**src/rtl/nvm_tmr_pkg.sv**
```systemverilog
package nvm_tmr_pkg;

    // Operation codes carried on cmd_op
    typedef enum logic [1:0] {
        OP_PROG  = 2'b00,
        OP_BURST = 2'b01,
        OP_PAGE  = 2'b10,
        OP_MASS  = 2'b11
    } nvm_op_e;

endpackage

```
**src/rtl/nvm_tmr_div_reg.sv**
```systemverilog
// Write-once divider register with a lock bit.
module nvm_tmr_div_reg #(
    parameter int W = 6
) (
    input  logic         clk,
    input  logic         rst_n,
    input  logic         wr_en,
    input  logic [W-1:0] wr_data,
    output logic [W-1:0] div,
    output logic         locked
);

    typedef struct packed {
        logic [W-1:0] val;
        logic         lock;
    } div_state_t;

    div_state_t st_d, st_q;

    always_comb begin
        st_d = st_q;
        if (wr_en && !st_q.lock) begin
            st_d.val  = wr_data;
            st_d.lock = 1'b1;
        end
    end

    always_ff @(posedge clk or negedge rst_n) begin
        if (!rst_n) begin
            st_q <= '0;
        end else begin
            st_q <= st_d;
        end
    end

    assign div    = st_q.val;
    assign locked = st_q.lock;

endmodule

```
**src/rtl/nvm_tmr_prescale.sv**
```systemverilog
// Timing-period enable: one tick every (div + 1) cycles while running.
module nvm_tmr_prescale #(
    parameter int W = 6
) (
    input  logic         clk,
    input  logic         rst_n,
    input  logic         restart,
    input  logic         run,
    input  logic [W-1:0] div,
    output logic         tick
);

    typedef struct packed {
        logic [W-1:0] cnt;
    } pre_state_t;

    pre_state_t st_d, st_q;
    logic       tick_c;

    always_comb begin
        st_d   = st_q;
        tick_c = run && !restart && (st_q.cnt == '0);
        if (restart) begin
            st_d.cnt = div;
        end else if (tick_c) begin
            st_d.cnt = div;
        end else if (run) begin
            st_d.cnt = st_q.cnt - 1'b1;
        end
    end

    always_ff @(posedge clk or negedge rst_n) begin
        if (!rst_n) begin
            st_q <= '0;
        end else begin
            st_q <= st_d;
        end
    end

    assign tick = tick_c;

endmodule

```
**src/rtl/nvm_tmr_period_cnt.sv**
```systemverilog
// Counts timing periods down from a loaded value; flags the final tick.
module nvm_tmr_period_cnt #(
    parameter int CW = 15
) (
    input  logic          clk,
    input  logic          rst_n,
    input  logic          load,
    input  logic [CW-1:0] load_val,
    input  logic          tick,
    output logic          last
);

    typedef struct packed {
        logic [CW-1:0] cnt;
    } per_state_t;

    per_state_t st_d, st_q;
    logic       last_c;

    always_comb begin
        st_d   = st_q;
        last_c = tick && (st_q.cnt == '0);
        if (load) begin
            st_d.cnt = load_val;
        end else if (tick && (st_q.cnt != '0)) begin
            st_d.cnt = st_q.cnt - 1'b1;
        end
    end

    always_ff @(posedge clk or negedge rst_n) begin
        if (!rst_n) begin
            st_q <= '0;
        end else begin
            st_q <= st_d;
        end
    end

    assign last = last_c;

endmodule

```
**src/rtl/nvm_cmd_timer.sv**
```systemverilog
// Program/erase command timer top level.
module nvm_cmd_timer #(
    parameter int DIV_W     = 6,
    parameter int PROG_CYC  = 9,
    parameter int BURST_CYC = 4,
    parameter int PAGE_CYC  = 4000,
    parameter int MASS_CYC  = 20000
) (
    input  logic             clk,
    input  logic             rst_n,
    input  logic             div_wr,
    input  logic [DIV_W-1:0] div_val,
    input  logic             err_clr,
    input  logic             cmd_start,
    input  logic [1:0]       cmd_op,
    output logic             busy,
    output logic             done,
    output logic             acc_err
);

    import nvm_tmr_pkg::*;

    localparam int MAX_AB  = (PROG_CYC > BURST_CYC) ? PROG_CYC : BURST_CYC;
    localparam int MAX_CD  = (PAGE_CYC > MASS_CYC) ? PAGE_CYC : MASS_CYC;
    localparam int MAX_CYC = (MAX_AB > MAX_CD) ? MAX_AB : MAX_CD;
    localparam int CNT_W   = (MAX_CYC > 2) ? $clog2(MAX_CYC) : 1;

    typedef struct packed {
        logic busy;
        logic done;
        logic err;
        logic prog;
    } ctl_state_t;

    ctl_state_t       ctl_d, ctl_q;
    logic [DIV_W-1:0] div_cur;
    logic             div_locked;
    logic             div_wr_ok;
    logic             tick;
    logic             last;
    logic             accept;
    logic             rejected;
    logic             finish;
    logic             chain;
    logic [CNT_W-1:0] load_val;
    nvm_op_e          op;

    assign div_wr_ok = div_wr && !ctl_q.err;

    nvm_tmr_div_reg #(.W(DIV_W)) u_div (
        .clk     (clk),
        .rst_n   (rst_n),
        .wr_en   (div_wr_ok),
        .wr_data (div_val),
        .div     (div_cur),
        .locked  (div_locked)
    );

    nvm_tmr_prescale #(.W(DIV_W)) u_pre (
        .clk     (clk),
        .rst_n   (rst_n),
        .restart (accept),
        .run     (ctl_q.busy),
        .div     (div_cur),
        .tick    (tick)
    );

    nvm_tmr_period_cnt #(.CW(CNT_W)) u_per (
        .clk      (clk),
        .rst_n    (rst_n),
        .load     (accept),
        .load_val (load_val),
        .tick     (tick),
        .last     (last)
    );

    always_comb begin
        op       = nvm_op_e'(cmd_op);
        accept   = cmd_start && div_locked && !ctl_q.busy;
        rejected = cmd_start && (!div_locked || ctl_q.busy);
        finish   = ctl_q.busy && last;
        chain    = ctl_q.done && ctl_q.prog;

        unique case (op)
            OP_PROG:  load_val = CNT_W'(PROG_CYC - 1);
            OP_BURST: load_val = chain ? CNT_W'(BURST_CYC - 1) : CNT_W'(PROG_CYC - 1);
            OP_PAGE:  load_val = CNT_W'(PAGE_CYC - 1);
            default:  load_val = CNT_W'(MASS_CYC - 1);
        endcase

        ctl_d      = ctl_q;
        ctl_d.done = finish;
        if (accept) begin
            ctl_d.busy = 1'b1;
            ctl_d.prog = (op == OP_PROG) || (op == OP_BURST);
        end else if (finish) begin
            ctl_d.busy = 1'b0;
        end

        if (rejected) begin
            ctl_d.err = 1'b1;
        end else if (err_clr) begin
            ctl_d.err = 1'b0;
        end
    end

    always_ff @(posedge clk or negedge rst_n) begin
        if (!rst_n) begin
            ctl_q <= '0;
        end else begin
            ctl_q <= ctl_d;
        end
    end

    assign busy    = ctl_q.busy;
    assign done    = ctl_q.done;
    assign acc_err = ctl_q.err;

endmodule

```
**config.mk**
```make
export PLATFORM = sky130hd
export DESIGN_NAME = nvm_cmd_timer
export DESIGN_NICKNAME = d
export VERILOG_FILES = /design/src/rtl/nvm_tmr_pkg.sv /design/src/rtl/nvm_tmr_div_reg.sv /design/src/rtl/nvm_tmr_prescale.sv /design/src/rtl/nvm_tmr_period_cnt.sv /design/src/rtl/nvm_cmd_timer.sv
export SDC_FILE = /design/constraint.sdc
export NUM_CORES = 1
export LEC_CHECK = 0
export ABC_AREA = 1
export BUFFER_PORTS_ARGS = -buffer_cell sky130_fd_sc_hd__buf_2
export CAP_MARGIN = 20
export CORE_UTILIZATION = 53
export DETAILED_ROUTE_END_ITERATION = 10
export PLACE_DENSITY_LB_ADDON = 0.3
export REMOVE_ABC_BUFFERS = 1
export SYNTH_ARGS = -nofsm -noshare
export SYNTH_HDL_FRONTEND = slang
export SYNTH_SLANG_ARGS = --single-unit
```
**constraint.sdc**
```tcl
create_clock -name clk -period 1.4 [get_ports clk]
set_input_delay 0.28 -clock clk [delete_from_list [all_inputs] [get_ports clk]]
set_output_delay 0.28 -clock clk [all_outputs]
set_load 0.05 [all_outputs]
```
==> flow_metrics.env <==
export IMPL_status="finished with violations"
export IMPL_violations="setup timing"
export IMPL_grt_pass1_vias=2024
export IMPL_min_period_ns=1.53
export IMPL_p_leak_nw=1.45
export IMPL_syn_avg_cell_area_um2=7.33
export IMPL_ys_ff_latch=32
export IMPL_die_w_um=62.3
export IMPL_synth_cell_types=26
export IMPL_hold_worst_slack_ns=0.121
export IMPL_drive_above_1_share=0.387
export IMPL_drtIter0Drc=98
export IMPL_cp_slowest_cell="dfrtp_1"
export IMPL_setup_viol=19
export IMPL_fp_dieArea_um2=3880
export IMPL_yosysTopAreaCell="dfrtp_1"
export IMPL_cpPeakStageDelay_ns=0.42
export IMPL_synth_area_um2=1930
export IMPL_seq_area_frac_synth=0.416
export IMPL_maxSlewHeadroom=0.718
export IMPL_drc=0
export IMPL_cts_sinks=32
export IMPL_hold_end="acc_err"
export IMPL_grt_first_pass_wirelength_um=8360
export IMPL_finClkSkew_ns=0.0116
export IMPL_hold_start="err_clr"
export IMPL_netSwitchingFraction=0.420
export IMPL_end_kind="flip-flop"
export IMPL_critPathKind="reg2reg"
export IMPL_drv_slew=0
export IMPL_io_pins=16
export IMPL_rsz0062_at_grt="true"
export IMPL_numCtsBuffers=5
export IMPL_r2r_start="u_per.st_q[0]"
export IMPL_worst_pin_slew_ns=0.423
export IMPL_clk_path_buf_depth=2
export IMPL_via_count=1947
export IMPL_grt_remaining_overflow=0
export IMPL_ff2ff_path_depth=10
export IMPL_timing_final_ws_setup_ns=-0.130
export IMPL_row_count=21
export IMPL_instances_no_fill=377
export IMPL_path_buf_inv=2
export IMPL_synthCells=263
export IMPL_final_common_cell="nand2_1"
export IMPL_synthDominantCellAreaShare=0.416
export IMPL_synthTopCellsByArea="dfrtp_1 (42%), nand2_1 (12%), nor2_1 (7.8%), inv_1 (7.6%), o21ai_0 (4.9%)"
export IMPL_initial_core_util=0.564
export IMPL_p_sw_mw=2.03
export IMPL_combPwrFrac=0.560
export IMPL_p_total_mw=4.84
export IMPL_max_freq_mhz=654
export IMPL_rrSetupSlack_ns=-0.13
export IMPL_cp_arrival_ns=1.76
export IMPL_whs_path_depth=2
export IMPL_critical_path_top_delay_family="simple AND/OR/NAND/NOR gates"
export IMPL_rr_endpoint="u_per.st_q[9]"
export IMPL_path_cells="inv_2 > ha_4 > nand2_4 > nor2_4 > nand2_4 > nand2_8 > nand2_8 > buf_12 > nor2_4 > a21oi_2"
export IMPL_fin_nets=346
export IMPL_ant_nets=0
export IMPL_cts_tree="done"
export IMPL_fin_util=0.798
export IMPL_antenna_found_initial=0
export IMPL_routed_wl_um=5280
export IMPL_core_um2=3420
export IMPL_antennaDiodeCount=0
export IMPL_drt_wirelength_per_cell_um=14.0
export IMPL_worst_endpoint_required_ns=1.63
export IMPL_p_clk_frac=0.147
export IMPL_hpwl_um=3220
export IMPL_start_kind="flip-flop"
export IMPL_pwr_share_seq=0.293
export IMPL_drt_pass1_iter_count=4
export IMPL_htreeDepth=2
export IMPL_root_buffer="clkbuf_4"
export IMPL_yosysWarnings=0
export IMPL_p_int_mw=2.81
export IMPL_power_density_nw_per_um2=1780
export IMPL_area_growth_pct=41.5
export IMPL_post_place_ws_ns=-0.120
export IMPL_clkLatencyLatePin_ns=0.35
export IMPL_die_h_um=62.3
export IMPL_place_gp_congestion=0.819
export IMPL_dp_cells=355
export IMPL_post_route_period_util=1.09
export IMPL_grt_usage=0.278
export IMPL_crit_fanout=5
export IMPL_viasPerCell=5.16
export IMPL_portBuffers=15
export IMPL_ir_drop_v=0.00109
export IMPL_grt_max_degree=33
export IMPL_maxCapViolCount=0
export IMPL_setup_worst_path_start="u_per.st_q[0]"
export IMPL_finalHoldViolCount=0
export IMPL_min_path_type="in2reg"
export IMPL_clk_pin_slew_ns=0.11
export IMPL_layout_common_cells="nand2_1 (60), buf_4 (39), inv_1 (33)"
worst reg2reg max path, cell delays in order, from the launching register on:
cell	delay, ns
dfrtp_1	0.42
inv_2	0.10
ha_4	0.15
nand2_4	0.07
nor2_4	0.12
nand2_4	0.08
nand2_8	0.09
nand2_8	0.09
buf_12	0.16
nor2_4	0.08
a21oi_2	0.03
synthesized netlist by cell type (all sizes together):
library cell and count:
clkinv 1, ha 3, o21ai 26, nor2 45
mux2 4, xor2 3, nand3 15, nand2 75
a21oi 10, nand4 2, o21bai 1, a21boi 1
or2 1, buf 2, dfrtp 32, nor3 2
inv 40
what timing repair did:
| item | 4_1_cts | 5_1_grt |
|---|---|---|
| gates resized for setup | 28 | 37 |
| hold buffers | 1 | 0 |
| endpoints found under the setup margin | 19 | 23 |
| gates cloned | 1 | 0 |
| hold endpoints to repair | 32 | 0 |
| pin swaps | 11 | 20 |
| buffers inserted | 8 | 5 |
how the worst max path moves through the flow:
stage	depth (start not counted)	slack (ns)	endpoint
3_5_place_dp	10	-0.12	u_per.st_q[11]
5_1_grt	9	-0.20	u_pre.st_q[0]
3_3_place_gp	10	-0.07	u_per.st_q[11]
6_report	10	-0.13	u_per.st_q[9]
2_1_floorplan	11	-0.17	u_per.st_q[10]
4_1_cts	10	-0.06	u_per.st_q[9]
sequential cells by signal, indices dropped and copies added, names as in the netlist:
signal / flops
busy: 1
ctl_q: 1
u_div.locked: 1
u_per.st_q: 15
u_pre.st_q: 6
u_div.div: 6
done: 1
acc_err: 1
per-stage QoR:
step | area (µm²) | setup TNS (ns)
final | 2730 | -1.41
after global routing | 2730 | -2.54
after CTS | 2570 | -0.474
after detailed placement | 2320 | -1.05
after global placement | 2320 | -0.481
after floorplan | 1910 | -2.25
cells by family after synthesis:
group                      Yosys count  share of synthesized area
AOI/OAI and AO/OA                   38                      0.113
muxes                                4                     0.0234
buffers and inverters               43                     0.0883
DFF                                 32                      0.416
and+or+nand+nor                    140                      0.327
adders and majority gates            3                     0.0195
xor gates and xnor gates             3                     0.0136
layer usage:
layer,global-route usage,up-vias,part of all wire
li1,-,952,-
met1,0.300,942,0.40
met2,0.512,40,0.55
met3,0.0643,13,0.024
met4,0.125,0,0.025
met5,0,-,0
power by group through the flow:
stage                     Sequential, mW  Combinational (mW)  Clock (mW)
after global placement              1.38                1.98           0
after global routing                1.44                2.97       0.768
after detailed placement            1.39                2.06           0
after floorplan                     1.40                1.24           0
after CTS                           1.39                2.34       0.725
final                               1.42                2.71       0.712
layout make-up:
type                       count  area (µm²)
multi-input combinational    188        1130
timing repair buffer          62         502
clock buffer                   6        41.3
sequential                    32         802
fill                         227         689
tap                           46        57.6
clock inverter                 2        35.0
inverter                      41         161
No activity file was read; power rests on OpenSTA's default activity.
